`src/rtl/sysreg_pkg.sv`:
```
package sysreg_pkg;
  localparam int unsigned ID_W   = 5;
  localparam int unsigned NSLOT  = 11;
  localparam int unsigned SLOT_W = $clog2(NSLOT);

  // storage slot order
  typedef enum logic [SLOT_W-1:0] {
    S_IPC  = 4'd0, S_IPSW = 4'd1, S_NPC  = 4'd2, S_NPSW = 4'd3,
    S_SRC  = 4'd4, S_PSW  = 4'd5, S_CPC  = 4'd6, S_CPSW = 4'd7,
    S_DPC  = 4'd8, S_DPSW = 4'd9, S_CBAS = 4'd10
  } slot_e;

  function automatic logic id_valid(input logic [ID_W-1:0] id);
    return (id <= 5'd5) || (id >= 5'd16 && id <= 5'd20);
  endfunction

  function automatic logic id_gated(input logic [ID_W-1:0] id);
    return (id == 5'd18) || (id == 5'd19);
  endfunction

  function automatic logic [SLOT_W-1:0] id_to_slot(input logic [ID_W-1:0] id);
    logic [ID_W-1:0] s;
    s = (id <= 5'd5) ? id : id - 5'd10;
    return s[SLOT_W-1:0];
  endfunction
endpackage

```
`src/rtl/sysreg_decode.sv`:
```
module sysreg_decode
  import sysreg_pkg::*;
(
  input  logic [ID_W-1:0]   id_i,
  input  logic              win_i,
  output logic [SLOT_W-1:0] slot_o,
  output logic              hit_o
);
  always_comb begin
    slot_o = id_to_slot(id_i);
    hit_o  = id_valid(id_i) && (!id_gated(id_i) || win_i);
  end
endmodule

```
`src/rtl/sysreg_cell.sv`:
```
module sysreg_cell #(
  parameter int unsigned W   = 32,
  parameter logic [W-1:0] RST = '0
) (
  input  logic         clk_i,
  input  logic         rst_ni,
  input  logic         save_i,
  input  logic [W-1:0] save_data_i,
  input  logic         wr_i,
  input  logic [W-1:0] wr_data_i,
  output logic [W-1:0] q_o
);
  always_ff @(posedge clk_i or negedge rst_ni) begin
    if (!rst_ni)     q_o <= RST;
    else if (save_i) q_o <= save_data_i;  // event beats load
    else if (wr_i)   q_o <= wr_data_i;
  end
endmodule

```
`src/rtl/sysreg_dbg_win.sv`:
```
module sysreg_dbg_win (
  input  logic clk_i,
  input  logic rst_ni,
  input  logic trap_i,
  input  logic ret_i,
  output logic win_o
);
  always_ff @(posedge clk_i or negedge rst_ni) begin
    if (!rst_ni)     win_o <= 1'b0;
    else if (trap_i) win_o <= 1'b1;
    else if (ret_i)  win_o <= 1'b0;
  end
endmodule

```
`src/rtl/sysreg_file.sv`:
```
module sysreg_file
  import sysreg_pkg::*;
#(
  parameter int unsigned   XLEN    = 32,
  parameter logic [XLEN-1:0] PSW_RST = 32'h0000_0020,
  parameter logic [XLEN-1:0] DBG_VEC = 32'h0000_0060
) (
  input  logic            clk_i,
  input  logic            rst_ni,
  input  logic            ld_en_i,
  input  logic [4:0]      ld_id_i,
  input  logic [XLEN-1:0] ld_data_i,
  input  logic [4:0]      st_id_i,
  output logic [XLEN-1:0] st_data_o,
  input  logic [XLEN-1:0] pc_i,
  input  logic            ev_int_i,
  input  logic            ev_nmi_i,
  input  logic            ev_call_i,
  input  logic            ilop_det_i,
  input  logic            romc_det_i,
  input  logic            dbg_ret_i,
  output logic            dbg_win_o,
  output logic            redirect_valid_o,
  output logic [XLEN-1:0] redirect_pc_o
);
  logic [NSLOT-1:0][XLEN-1:0] reg_q;
  logic [NSLOT-1:0]           save;
  logic [NSLOT-1:0][XLEN-1:0] save_data;
  logic [SLOT_W-1:0]          wr_slot, rd_slot;
  logic                       wr_hit, rd_hit, dbg_trap;

  assign dbg_trap = ilop_det_i | romc_det_i;

  sysreg_dbg_win u_win (
    .clk_i, .rst_ni, .trap_i(dbg_trap), .ret_i(dbg_ret_i), .win_o(dbg_win_o)
  );

  sysreg_decode u_wr_dec (.id_i(ld_id_i), .win_i(dbg_win_o), .slot_o(wr_slot), .hit_o(wr_hit));
  sysreg_decode u_rd_dec (.id_i(st_id_i), .win_i(dbg_win_o), .slot_o(rd_slot), .hit_o(rd_hit));

  always_comb begin
    save = '0;
    save[S_IPC]  = ev_int_i;  save[S_IPSW] = ev_int_i;
    save[S_NPC]  = ev_nmi_i;  save[S_NPSW] = ev_nmi_i;
    save[S_CPC]  = ev_call_i; save[S_CPSW] = ev_call_i;
    save[S_DPC]  = dbg_trap;  save[S_DPSW] = dbg_trap;
  end

  for (genvar g = 0; g < NSLOT; g++) begin : g_reg
    localparam logic [XLEN-1:0] RV = (g == S_PSW) ? PSW_RST : '0;
    localparam bit IS_PSW_SAVE = (g == S_IPSW) || (g == S_NPSW) ||
                                 (g == S_CPSW) || (g == S_DPSW);
    assign save_data[g] = IS_PSW_SAVE ? reg_q[S_PSW] : pc_i;
    sysreg_cell #(.W(XLEN), .RST(RV)) u_cell (
      .clk_i, .rst_ni,
      .save_i     (save[g]),
      .save_data_i(save_data[g]),
      .wr_i       (ld_en_i && wr_hit && (wr_slot == SLOT_W'(g))),
      .wr_data_i  (ld_data_i),
      .q_o        (reg_q[g])
    );
  end

  assign st_data_o        = rd_hit ? reg_q[rd_slot] : '0;
  assign redirect_valid_o = dbg_trap;
  assign redirect_pc_o    = DBG_VEC;
endmodule

```
`config.mk`:
```
export PLATFORM = sky130hd
export DESIGN_NAME = sysreg_file
export DESIGN_NICKNAME = d
export VERILOG_FILES = /design/src/rtl/sysreg_pkg.sv /design/src/rtl/sysreg_decode.sv /design/src/rtl/sysreg_cell.sv /design/src/rtl/sysreg_dbg_win.sv /design/src/rtl/sysreg_file.sv
export SDC_FILE = /design/constraint.sdc
export NUM_CORES = 1
export LEC_CHECK = 0
export ABC_AREA = 1
export CAP_MARGIN = 25
export CORE_AREA = 2 2 228 230
export DETAILED_ROUTE_END_ITERATION = 8
export DIE_AREA = 0 0 230 232
export GPL_TIMING_DRIVEN = 1
export MAX_ROUTING_LAYER = met4
export SLEW_MARGIN = 25
export SYNTH_ARGS = -nofsm -noshare
export SYNTH_HDL_FRONTEND = slang
export SYNTH_SLANG_ARGS = --single-unit
```
`constraint.sdc`:
```
create_clock -name clk_i -period 6.1 [get_ports clk_i]
set_input_delay 1.22 -clock clk_i [delete_from_list [all_inputs] [get_ports clk_i]]
set_output_delay 1.22 -clock clk_i [all_outputs]
set_load 0.005 [all_outputs]
```
==> flow_summary_export.csv <==
group,metric,value,unit
cells_and_area,final_util,45.8,%
grt,overflow,0,
drt,drtAntennaViolNets,0,
grt,antenna_found_initial,1,
clocking,cts-root-buf,"clkbuf_16",
clocking,numCtsBuffers,41,
floorplan,ios,149,
sta,maxSlewHeadroom,35.5,%
clocking,cts_htree_levels,2,
cells_and_area,drive_above_1_share,5.63,%
setup_path,end_kind,"primary output",
logic_synthesis,yosys.area.top_type,"dfrtp_1",
drt,routed_via_density,5.61,
placement,placed_cell_area,22000,um^2
hold_path,hold_path_class,"reg2reg",
setup_path,cpLargestDelayFamily,"buffers and inverters",
setup_path,ff2ff_setup_slack,3.46,ns
logic_synthesis,async_flop_share,100,%
floorplan,dieArea,53400,um^2
drt,drt_iter0_drc,2294,
clocking,cts.clk_slew.worst_paths,0.06,ns
setup_path,worstPathCellList,"clkdlybuf4s50_1 -> inv_1 -> ha_1 -> nand2_1 -> nand3_1 -> nand2_1 -> nor2_4 -> buf_4 -> a21oi_1 -> nor2_1 -> clkdlybuf4s50_1",
power,vdd_drop_max,0.000172,V
logic_synthesis,synth.top_cell.area_share,42.6,%
power,p_leak,11.6,nW
drt,vias,20800,
logic_synthesis,synth-edff-count,0,
sta,slew_viol_final,0,
logic_synthesis,netlist_area,20700,um^2
placement,portBuffers,116,
clocking,tritoncts,"built",
logic_synthesis,avgSynthCellArea,6.85,um^2
clocking,post_cts_resized,0,
cells_and_area,postLayoutCellArea,23300,um^2
setup_path,cp-start-kind,"primary input",
logic_synthesis,ys_types,36,
grt,grt_usage,29.4,%
logic_synthesis,ys.flop_type,"dfrtp_1",
setup_path,crit_buf_inv,4,
cells_and_area,area_growth,12.8,%
sta,fmax,0.177,GHz
setup_path,crit_arrival,4.44,ns
sta,tightest_slew,0.964,ns
sta,rsz0062_at_grt,"no",
floorplan,fp.dieH,232,um
sta,setup_viol,0,
drt,first_pass_iters,6,
clocking,post_cts_buffers,0,
setup_path,cp_slowest_cell,"clkdlybuf4s50_1",
setup_path,critPathRequiredTime,4.88,ns
sta,clock_skew,0.0156,ns
drt,wl_per_cell,20.7,um
clocking,cts_hold_repair.buffers,0,
placement,place_hpwl,44.6,mm
floorplan,row_count,83,
clocking,insertion_delay,0.57,ns
outcome,outcome,"finished clean",
clocking,cts_buffer_depth,3,
power,p_per_area,298,nW/um^2
grt,grt_max_degree,164,
grt,grt_pass1_wl,117,mm
logic_synthesis,synth_seq_cells,353,
logic_synthesis,yosys-top-cells-area,"dfrtp_1 43%, nand2_1 20%, nand3_1 11%",
setup_path,path_max_fanout,27,
drt,drc,0,
floorplan,die_w,230,um
sta,setup-tns-final,0,ns
placement,preCtsSetupSlack,0.447,ns
floorplan,core-area,50900,um^2
sta,hold_violations,0,
logic_synthesis,syn_inst,3014,
setup_path,cpPeakStageDelay,0.58,ns
floorplan,initial_core_util,40.6,%
sta,fin_crit,5.66,ns
cells_and_area,final_nets,3085,
placement,gp_congestion,0.879,
sta,period_share,92.9,%
logic_synthesis,seq_area_frac_synth,42.8,%
setup_path,critical_path_class,"in2out",
grt,grt_pass1_vias,19300,
drt,totalWireLength,76.5,mm
clocking,cts_num_sinks,353,
power,finalPower,6.93,mW
logic_synthesis,ys_warn_count,0,
sta,fin_ws,0.436,ns
run,cap_violations,0,
sequential cells by signal, summed over array words and instances (netlist names):
name,flops
u_win.win_o,1
g.u_cell.q_o,352
final cells by class:
cell class | instances | area [um^2]
antenna | 1 | 2.50
clock buffer | 66 | 1260
clock inverter | 3 | 25.0
fill | 5139 | 27600
inverter | 117 | 452
multi-input combinational | 2321 | 10300
sequential | 353 | 8830
tap | 680 | 851
timing repair buffer | 162 | 1630
cells by family after synthesis:
kind of cell             Yosys count  synth area share [%]
buffers and inverters            370                  8.27
adder cells (fa/ha/maj)            6                 0.363
AO/OA/AOI/OAI                    452                  11.3
other                              2                0.0364
flip-flops                       353                  42.8
multiplexers                       2                0.0969
XOR/XNOR                           1                0.0424
AND/OR/NAND/NOR                 1828                  37.1
layer usage:
layer	share of wire, %	vias to the layer above	GRT usage, %
met5	0	-	-
met4	2.5	0	8.15
met3	11	140	5.62
met2	43	1111	43.3
met1	44	9903	41.3
li1	-	9633	-
worst reg2reg max path, stage by stage, from the launching register on:
cell and delay (ns):
dfrtp_1 0.35, inv_1 0.11, nand3_1 0.09, nor2_1 0.04, nor2_1 0.14, nand3_1 0.19
nor2_2 0.22, nand2_4 0.45, nand2_4 0.75, nand2_1 0.13, nand2_1 0.10
path summary, 6_finish.rpt:
check                                                     from                                    to  cells past startpoint
max                                                 st_id_i[1]                         st_data_o[22]                     11
min reg2reg                g_reg[5].u_cell.q_o[17]$_DFFE_PN0P_   g_reg[5].u_cell.q_o[17]$_DFFE_PN0P_                      2
min in group asynchronous                               rst_ni    g_reg[5].u_cell.q_o[9]$_DFFE_PN0P_                      1
max reg2reg                            u_win.win_o$_DFFE_PN0P_   g_reg[7].u_cell.q_o[31]$_DFFE_PN0P_                     10
min                        g_reg[5].u_cell.q_o[17]$_DFFE_PN0P_   g_reg[5].u_cell.q_o[17]$_DFFE_PN0P_                      2
max in group asynchronous                               rst_ni  g_reg[10].u_cell.q_o[27]$_DFFE_PN0P_                      2
power breakdown:
part / total (mW) / internal (mW) / switching, mW / leakage [nW]
logic: 1.58 / 0.552 / 1.03 / 6.51
clock network: 2.44 / 1.40 / 1.03 / 0.628
registers: 2.92 / 2.72 / 0.202 / 4.50
per-stage QoR:
stage | hold slack [ns] | cells
final | 0.488 | 3703
after global routing | 0.504 | 3703
after detailed placement | 0.476 | 3632
after floorplan | 0.454 | 3044
after global placement | 0.465 | 3632
after CTS | 0.485 | 3701
synth_stat cells, types with 4 or more instances:
| library cell | instances |
|---|---|
| nand2_1 | 1126 |
| nand3_1 | 456 |
| dfrtp_1 | 352 |
| o21ai_0 | 286 |
| nor2_1 | 191 |
| inv_1 | 109 |
| clkbuf_1 | 105 |
| o21ai_1 | 96 |
| buf_2 | 69 |
| a21oi_1 | 47 |
| buf_4 | 38 |
| buf_1 | 29 |
| a21boi_0 | 20 |
| nand2_2 | 14 |
| or2_2 | 13 |
| buf_6 | 12 |
| nand2_4 | 8 |
| ha_1 | 6 |
| nor2_4 | 6 |
| inv_2 | 5 |
| nand3_2 | 4 |
| nor2_2 | 4 |
layout by cell type, fill, tap and decap left out, drive strengths merged, types with 2 or more instances in the layout:
| master | Yosys | routed |
|---|---|---|
| clkbuf | 105 | 66 |
| nor2 | 201 | 201 |
| conb | 2 | 32 |
| o21ai | 383 | 383 |
| inv | 114 | 119 |
| ha | 6 | 6 |
| nand2 | 1148 | 1148 |
| nand3 | 461 | 461 |
| a21boi | 20 | 20 |
| or2 | 14 | 14 |
| mux2i | 2 | 2 |
| clkdlybuf4s50 | 0 | 114 |
| a21oi | 48 | 48 |
| nand3b | 2 | 2 |
| dfrtp | 352 | 352 |
| buf | 148 | 48 |
Note: power is estimated with default switching activity, not from simulation.
